$ cat config.mk
export PLATFORM = sky130hd
export DESIGN_NAME = scan_pair_diag
export DESIGN_NICKNAME = d
export VERILOG_FILES = /design/src/rtl/scan_diag_pkg.sv /design/src/rtl/scan_link_fault.sv /design/src/rtl/main_chain.sv /design/src/rtl/partner_chain.sv /design/src/rtl/scan_pair_diag.sv
export SDC_FILE = /design/constraint.sdc
export NUM_CORES = 1
export LEC_CHECK = 0
export BUFFER_PORTS_ARGS = -buffer_cell sky130_fd_sc_hd__buf_2
export CAP_MARGIN = 10
export CORE_MARGIN = 3
export CORE_UTILIZATION = 40
export CTS_CLUSTER_DIAMETER = 100
export DETAILED_ROUTE_END_ITERATION = 10
export SLEW_MARGIN = 10
export SYNTH_ARGS = -nofsm -noshare
export SYNTH_HDL_FRONTEND = slang
export SYNTH_SLANG_ARGS = --single-unit
$ cat constraint.sdc
create_clock -name clk -period 2.9 [get_ports clk]
set_clock_uncertainty 0.2 [all_clocks]
set_input_delay 0 -clock clk [delete_from_list [all_inputs] [get_ports clk]]
set_output_delay 0 -clock clk [all_outputs]
set_load 0.03 [all_outputs]
$ cat src/rtl/scan_diag_pkg.sv
package scan_diag_pkg;

    typedef enum logic [1:0] {
        CH_HOLD  = 2'd0,
        CH_SHIFT = 2'd1,
        CH_LOAD  = 2'd2
    } chain_op_e;

    typedef struct packed {
        logic en;
        logic stuck;
    } fault_kind_t;

    function automatic chain_op_e main_op(input logic diag, input logic se);
        if (diag)    return CH_HOLD;
        else if (se) return CH_SHIFT;
        else         return CH_HOLD;
    endfunction

    function automatic chain_op_e part_op(input logic diag, input logic se);
        if (diag)    return CH_LOAD;
        else if (se) return CH_SHIFT;
        else         return CH_HOLD;
    endfunction

endpackage

$ cat src/rtl/scan_link_fault.sv
module scan_link_fault
    import scan_diag_pkg::*;
#(
    parameter int N  = 8,
    parameter int IW = 3
) (
    input  logic [N-1:0]  cell_q,
    input  fault_kind_t   fault,
    input  logic [IW-1:0] flt_idx,
    output logic [N-1:0]  link
);
    for (genvar k = 0; k < N; k++) begin : g_link
        assign link[k] = (fault.en && (flt_idx == IW'(k))) ? fault.stuck : cell_q[k];
    end
endmodule

$ cat src/rtl/main_chain.sv
module main_chain
    import scan_diag_pkg::*;
#(
    parameter int N = 8
) (
    input  logic         clk,
    input  logic         rst,
    input  chain_op_e    op,
    input  logic         si,
    input  logic [N-1:0] link,
    output logic [N-1:0] q
);
    logic [N-1:0] shift_src;

    for (genvar k = 0; k < N; k++) begin : g_src
        if (k == N - 1) begin : g_top
            assign shift_src[k] = si;
        end else begin : g_mid
            assign shift_src[k] = link[k+1];
        end
    end

    always_ff @(posedge clk) begin
        if (rst) begin
            q <= '0;
        end else if (op == CH_SHIFT) begin
            q <= shift_src;
        end
    end
endmodule

$ cat src/rtl/partner_chain.sv
module partner_chain
    import scan_diag_pkg::*;
#(
    parameter int N = 8
) (
    input  logic         clk,
    input  logic         rst,
    input  chain_op_e    op,
    input  logic         si,
    input  logic [N-1:0] par_in,
    output logic [N-1:0] q
);
    logic [N-1:0] shift_src;

    for (genvar k = 0; k < N; k++) begin : g_src
        if (k == N - 1) begin : g_top
            assign shift_src[k] = si;
        end else begin : g_mid
            assign shift_src[k] = q[k+1];
        end
    end

    always_ff @(posedge clk) begin
        if (rst) begin
            q <= '0;
        end else begin
            case (op)
                CH_LOAD:  q <= par_in;
                CH_SHIFT: q <= shift_src;
                default:  q <= q;
            endcase
        end
    end
endmodule

$ cat src/rtl/scan_pair_diag.sv
module scan_pair_diag
    import scan_diag_pkg::*;
#(
    parameter int N = 8,
    localparam int IW = (N > 1) ? $clog2(N) : 1
) (
    input  logic          clk,
    input  logic          rst,
    input  logic          main_si,
    input  logic          main_se,
    output logic          main_so,
    input  logic          part_si,
    input  logic          part_se,
    output logic          part_so,
    input  logic          diag_mode,
    input  logic          flt_en,
    input  logic [IW-1:0] flt_idx,
    input  logic          flt_stuck
);
    logic [N-1:0] main_q;
    logic [N-1:0] part_q;
    logic [N-1:0] main_link;
    chain_op_e    m_op;
    chain_op_e    p_op;
    fault_kind_t  fault;

    assign fault.en    = flt_en;
    assign fault.stuck = flt_stuck;
    assign m_op        = main_op(diag_mode, main_se);
    assign p_op        = part_op(diag_mode, part_se);

    scan_link_fault #(.N(N), .IW(IW)) u_fault (
        .cell_q  (main_q),
        .fault   (fault),
        .flt_idx (flt_idx),
        .link    (main_link)
    );

    main_chain #(.N(N)) u_main (
        .clk  (clk),
        .rst  (rst),
        .op   (m_op),
        .si   (main_si),
        .link (main_link),
        .q    (main_q)
    );

    partner_chain #(.N(N)) u_part (
        .clk    (clk),
        .rst    (rst),
        .op     (p_op),
        .si     (part_si),
        .par_in (main_q),
        .q      (part_q)
    );

    assign main_so = main_link[0];
    assign part_so = part_q[0];
endmodule

======== After elaboration in Yosys (flattened, before gate mapping) ========
Cells that the tools add are included.
cells by class
  reduce and logical (&&, ||, !) cells .... 10
  equality and inequality tests ........... 10
  muxes and demuxes ....................... 13
operator list
  cell                  number
  $pmux W8 S2           1
  $eq A3 B3 Y1 const B  4
  $mux W1               11
  $logic_and A1 B1 Y1   8
  $eq A3 B2 Y1 const B  2
  $eq A3 B1 Y1 const B  1
  $logic_not A3 Y1      1
  $eq A2 B1 Y1 const B  1
  $eq A2 B2 Y1 const B  1
  $mux W2               1
  $reduce_bool A2 Y1    1
  $eq A1 B1 Y1 const B  1
word-level totals
  output and inout bits ................... 2
  bits of input ports ..................... 12
  bits in registers ....................... 16
  word-level logic and storage cells ...... 35

======== Longest topological paths before layout ========
Gate-level depths: netlist of run 1.
  depth in word-level cells ............... 4
  mapped depth ............................ 6
  depth with buffers taken out ............ 3

======== By module ========
From an unflattened synthesis of run 1, not the netlist that was laid out.
unflattened totals
  cells, all modules ...................... 90
  area total of the unflattened synthesis .. 954.7 um^2
modules (own cells, without submodules)
  module           times used  area each (um^2)  sequential area each (um^2)  cells each
  partner_chain    1           389.1             160.2                        37
  main_chain       1           362.8             160.2                        34
  scan_link_fault  1           186.4             0.0                          16
  scan_pair_diag   1           16.3              0.0                          3

======== Worst setup path before layout of run 1 ========
OpenSTA, ideal clock, no wires.
  kind .................................... reg2reg
  start ................................... reg u_part.q[0] (netlist name)
  end ..................................... reg u_part.q[0]
  required time ........................... 2582 ps
  clock period less this slack ............ 1145 ps
  arrival ................................. 827 ps
  slack ................................... 1755 ps
  path buffers ............................ 0
  cell stages (with the launch flop) ...... 4
  library setup time ...................... 118 ps
  cells stage by stage .................... dfxtp_1 > mux2_2 > mux2i_1 > nor2_1
RTL lines
  element               RTL line             source
  to (signal assigned)  partner_chain.sv:28  CH_LOAD: q <= par_in;
  to (signal assigned)  partner_chain.sv:29  CH_SHIFT: q <= shift_src;
  to (signal assigned)  partner_chain.sv:30  default: q <= q;
  to (decl)             partner_chain.sv:11  output logic [N-1:0] q

======== Worst setup path after layout of run 1 ========
  start ................................... in diag_mode
  end ..................................... reg u_main.q[7]
on the way
  longest elaborated chain between the ends .. 2
ends and longest elaborated chain
  element               RTL line              source
  from (decl)           scan_pair_diag.sv:15  input logic diag_mode,
  $mux W1               scan_diag_pkg.sv:15   if (diag) return CH_HOLD;
  $eq A1 B1 Y1          main_chain.sv:26      end else if (op == CH_SHIFT) begin
  to (signal assigned)  main_chain.sv:27      q <= shift_src;
  to (decl)             main_chain.sv:11      output logic [N-1:0] q
Every way passes these cells.
A chain may end at the register's enable or synchronous reset.

==> results of run 1 <==
-- worst max-delay path by stage --
stage                                        start                       end  slack, ns  depth (start not counted)
after CTS                                diag_mode  u_main.q[7]$_SDFFE_PP0P_       0.94                          6
final                                    diag_mode  u_main.q[7]$_SDFFE_PP0P_       0.93                          6
after floorplan           u_part.q[0]$_SDFFE_PP0P_  u_part.q[0]$_SDFFE_PP0P_       1.76                          3
after detailed placement                flt_idx[1]                   main_so       1.71                          4
after global placement                  flt_idx[1]                   main_so       1.71                          4
after global routing                     diag_mode  u_main.q[7]$_SDFFE_PP0P_       0.82                          6
-- metrics by stage --
stage	std cells	setup slack [ns]	util	hold WS [ns]	power [uW]
6_report	125	0.927	0.511	0.0358	425
5_1_grt	125	0.816	0.511	0.0830	446
4_1_cts	125	0.937	0.511	0.0326	432
3_5_place_dp	113	1.71	0.455	0.0494	309
3_3_place_gp	113	1.71	0.455	0.0407	307
2_1_floorplan	79	1.76	-	-0.0528	293
-- cells by family after synthesis --
family | count (synthesis)
and+or+nand+nor | 25
muxes | 25
buffers and inverters | 6
AOI/OAI and AO/OA | 7
DFF | 16
-- flip-flops by register name, summed over array words and instances, names as in the netlist --
name,count
u_main.q,8
u_part.q,8
-- per-layer routing --
layer	track usage	up-vias
li1	-	331
met2	0.226	11
met5	0	-
met3	0.0516	0
met4	0.0131	0
met1	0.149	306
-- critical path: cells and delay by family --
| kind | cells | cell delay [ns] |
|---|---|---|
| simple gates | 2 | 0.41 |
| mux | 1 | 0.23 |
| buf+inv | 3 | 1.30 |
-- cell usage in the layout (no fill, tap or decap) --
master,count
a211oi_1,4
a211oi_2,3
and4bb_1,3
buf_2,13
clkbuf_4,3
dfxtp_1,16
dlygate4sd3_1,9
mux2_2,9
mux2i_1,16
nand4_1,1
nand4b_1,3
nor2_1,16
nor2b_4,1
nor4b_1,1
-- power breakdown --
| part | internal [uW] | switching, uW | leakage (uW) |
|---|---|---|---|
| Combinational | 38.5 | 36.2 | 0.000302 |
| Clock | 48.2 | 64.5 | 0.0000138 |
| Sequential | 231 | 7.15 | 0.000131 |
| Total | 317 | 108 | 0.000447 |
-- area by class of cell --
type / instances / area (um^2) / share of cell area
Tap cell: 27 / 33.8 / 0.0333
Sequential cell: 16 / 320 / 0.316
Multi-Input combinational cell: 57 / 482 / 0.475
Clock buffer: 3 / 22.5 / 0.0222
Timing Repair Buffer: 22 / 155 / 0.153
==> flow_summary.ini, run 1 <==
[worst_setup_path]
r2r_start = u_part.q[3]$_SDFFE_PP0P_
r2r-end = u_part.q[2]$_SDFFE_PP0P_
worstPathRequired_ns = 2.87
cp_max_fo = 15
rrSetupSlack_ns = 1.29
setup.worst_path.end_class = register
max_stage_delay_ns = 0.56
crit_top_cell = dlygate4sd3_1
path_cells = dlygate4sd3_1 -> buf_2 -> nor2b_4 -> mux2i_1 -> nor2_1 -> dlygate4sd3_1
arrival_ns = 1.94
crit_slowest_cell = dlygate4sd3_1
reg2reg_depth = 4
startpoint_type = primary input
crit_type = primary input to register

[cts]
post_cts_resize_count = 0
clk_latency_ns = 0.28
cts_num_sinks = 16
cts_buffers = 3
path_clk_slew_ns = 0.09
hold_buffers = 9
htree_num_levels = 1
clk_path_buf_depth = 2
post_cts_buffers = 0
cts_tree = yes
clockRootBuffer = clkbuf_4

[power]
powerDensity_nw_per_um2 = 419
max-vdd-ir-drop_v = 0.000260
leakage_uw = 0.000447

[route]
drtAntennaViolNets = 0
met3WireLength_um = 78
met1_length_um = 676
post_drt_wl_per_cell_um = 11.9
drt-total-wl_um = 1490
top_layer = met3
drc = 0
num_vias = 648
met2WireLength_um = 735
via_per_inst = 5.18
drt_iter0_markers = 10
drt_first_pass_iters = 2

[synthesis]
ys.flop_type = dfxtp_1
synth_nets = 91
synth_top_area_frac = 0.377
synthTopCellsByArea = dfxtp_1 (38%), mux2i_1 (19%), mux2_2 (12%)
syn_inst = 79
synth.largest_area_cell = dfxtp_1
synth_area_um2 = 850
synth_simple_gate_area_share = 0.180
synth_edf_count = 0
yosysSeqAreaShare = 0.377
yosys_warnings = 0
synth.distinct_cells = 14
synth_top_family_by_area = multiplexers
synth_mux_area_frac = 0.308
async_flop_share = 0
netlist_top_cells_count = dfxtp_1 (16), mux2i_1 (16), nor2_1 (16)
synth_xor_area_frac = 0
synth_area_per_cell_um2 = 10.8
synthAdderAreaFrac = 0
synth.ff_latch_count = 16
synth_compound_area_frac = 0.0795

[sta]
relSlewSlack = 0.751
tightest_slew_ns = 0.373
setup_viol = 0
fin_setup_tns_ns = 0
rsz0062_at_grt = no
max_freq_mhz = 507
min_period_ns = 1.97
min_period_over_period = 0.680
final-hold-violation-count = 0
maxSlewViolCount = 0

[status]
status = completed

[place]
io_buffer_count = 13
hpwlAfterDp_um = 1050
place.gp.congestion = 0.673
placed_area_um2 = 901

[floorplanning]
coreArea_um2 = 1980
num_io_pins = 14
dieHeight_um = 52.1
dieArea_um2 = 2710
initial_core_util = 0.429
dieWidth_um = 52.1
rows = 16

[min_path]
hold-path-endpoint = u_part.q[1]$_SDFFE_PP0P_
min_path_cells = 4
hp-class = primary input to register
min-delay-start = part_se

[global_route]
grt_pass1_wl_um = 2620
grt_max_degree = 17
grt_pass1_vias = 618
antenna_found_initial = 0
grt_overflow = 0
grt_usage = 0.128

[finish]
final_nets = 112
antennaDiodeCount = 0
area_growth_pct = 19.3
drive_above_1_share = 0.296
postLayoutCellArea_um2 = 1010
fill_cells = 198

[run]
drv_cap = 0
Power figures use the tool's default switching activity.
==> run 2, diff against run 1 <==
Clock period 2.9 ns to 2 ns, I/O delays scaled along.
==> run 2 against run 1 <==
  * Clock power rose by 45%
  * Hold slack better by 0.0028 ns
  * Register-to-register slack worse by 0.91 ns
  * Worst setup slack got worse by 0.78 ns
  * First-iteration DRC count decreased by 20%
  * Largest power group unchanged
  * Sequential power increased by 45%
  * Largest cell class unchanged
  * Count of clock-buffer cells in the layout stayed put
  * Routed wire length increased by 3.8%
  * Via count increased by 4.0%
==> flow_summary.ini, run 2 (synthesized netlist as in run 1, its figures left out) <==
[cts]
path_clk_slew_ns = 0.09
cts_num_sinks = 16
clockRootBuffer = clkbuf_4
clk_latency_ns = 0.28
cts_tree = yes
clk_path_buf_depth = 2
cts_buffers = 3
htree_num_levels = 1
post_cts_resize_count = 0

[route]
drt_iter0_markers = 8
post_drt_wl_per_cell_um = 11.9
met1_length_um = 682
via_per_inst = 5.18
num_vias = 674
drt-total-wl_um = 1550
drt_first_pass_iters = 3
drc = 0
drtAntennaViolNets = 0
met2WireLength_um = 787
met3WireLength_um = 76
top_layer = met3

[power]
p_switching_uw = 159
p_comb_frac = 0.186
leakage_uw = 0.000473
seqPwrFrac = 0.552
netSwitchingFraction = 0.254
max-vdd-ir-drop_v = 0.000389
share_clk_of_total_power = 0.262
powerDensity_nw_per_um2 = 594
intPower_uw = 466

[status]
status = completed

[global_route]
grt_pass1_wl_um = 2620
antenna_found_initial = 0
grt_max_degree = 17
grt_overflow = 0
grt_pass1_vias = 618
grt_usage = 0.128

[worst_setup_path]
arrival_ns = 1.82
reg2reg_depth = 4
r2r_start = u_part.q[3]$_SDFFE_PP0P_
worstPathRequired_ns = 1.97
rrSetupSlack_ns = 0.38
setup.worst_path.end_class = register
path_cells = dlygate4sd3_1 -> buf_2 -> nor2b_4 -> mux2i_1 -> nor2_1 -> dlygate4sd3_1
cp_max_fo = 9
r2r-end = u_part.q[2]$_SDFFE_PP0P_
startpoint_type = primary input
crit_family = buffers and inverters
crit_slowest_cell = dlygate4sd3_1
crit_top_cell = dlygate4sd3_1
max_stage_delay_ns = 0.56
crit_type = primary input to register
cp_num_buf_inv = 3

[finish]
antennaDiodeCount = 0
drive_above_1_share = 0.330
final_nets = 117
postLayoutCoreUtil = 0.530
reg.largest.list = u_main.q (8), u_part.q (8)
stdcell_count = 130
most-common-layout-cells = mux2i_1 (16), nor2_1 (16), dfxtp_1 (16), buf_2 (13)
area_growth_pct = 23.7

[run]
drv_cap = 0

[sta]
maxSlewViolCount = 0
min_period_ns = 1.85
setup_viol = 0
max_freq_mhz = 541
min_period_over_period = 0.925
fin_setup_tns_ns = 0
final-hold-violation-count = 0
rsz0062_at_grt = no
relSlewSlack = 0.790
tightest_slew_ns = 0.311

[floorplanning]
num_io_pins = 14
dieArea_um2 = 2710
dieWidth_um = 52.1
initial_core_util = 0.429
coreArea_um2 = 1980
rows = 16
dieHeight_um = 52.1

[place]
placed_cells = 113
place.gp.congestion = 0.673
io_buffer_count = 13
hpwlAfterDp_um = 1050

[min_path]
min-delay-start = part_se
hold-path-endpoint = u_part.q[1]$_SDFFE_PP0P_
min_path_cells = 4
hp-class = primary input to register
[run 2: worst max path at each step]
stage / start / to / slack (ns) / cells past startpoint
after floorplan: u_part.q[0]$_SDFFE_PP0P_ / u_part.q[0]$_SDFFE_PP0P_ / 0.86 / 3
after global placement: flt_idx[1] / main_so / 0.81 / 4
after detailed placement: flt_idx[1] / main_so / 0.81 / 4
after CTS: diag_mode / u_main.q[7]$_SDFFE_PP0P_ / 0.04 / 6
after global routing: diag_mode / u_main.q[7]$_SDFFE_PP0P_ / 0.04 / 6
final: diag_mode / u_main.q[7]$_SDFFE_PP0P_ / 0.15 / 6
[run 2: per-stage QoR]
step                      power (uW)  hold slack [ns]  instance area (um^2)  setup WS [ns]
after floorplan                  425          -0.0528                   850          0.855
after global placement           445           0.0407                   901          0.805
after detailed placement         448           0.0494                   901          0.805
after CTS                        626           0.0326                  1010         0.0367
after global routing             655           0.0830                  1050         0.0430
final                            625           0.0386                  1050          0.150
[run 2: layout make-up]
cell class / count / area (um^2)
clock buffer: 3 / 22.5
fill: 193 / 931
multi-input combinational: 57 / 482
sequential: 16 / 320
tap: 27 / 33.8
timing repair buffer: 27 / 193
[run 2: metal layers]
metal	global-route usage	vias to the layer above
met2	0.226	11
li1	-	341
met5	0	-
met1	0.149	322
met4	0.0131	0
met3	0.0516	0
[run 2: worst min-delay path: stages]
cell and delay (ns):
buf_2 0.19, mux2_2 0.18, mux2i_1 0.05, nor2_1 0.07
[run 2: timing repair]
item	CTS	global route
endpoints found under the setup margin	0	2
setup buffers	0	5
hold endpoints to repair	16	0
hold buffers	9	0
[run 2: power groups by stage]
stage | Clock (uW) | Combinational (uW) | Sequential (uW)
floorplan | 0 | 74.6 | 350
global placement | 0 | 92.5 | 353
detailed placement | 0 | 95.0 | 353
CTS | 173 | 108 | 345
global route | 178 | 129 | 348
finish | 164 | 116 | 345
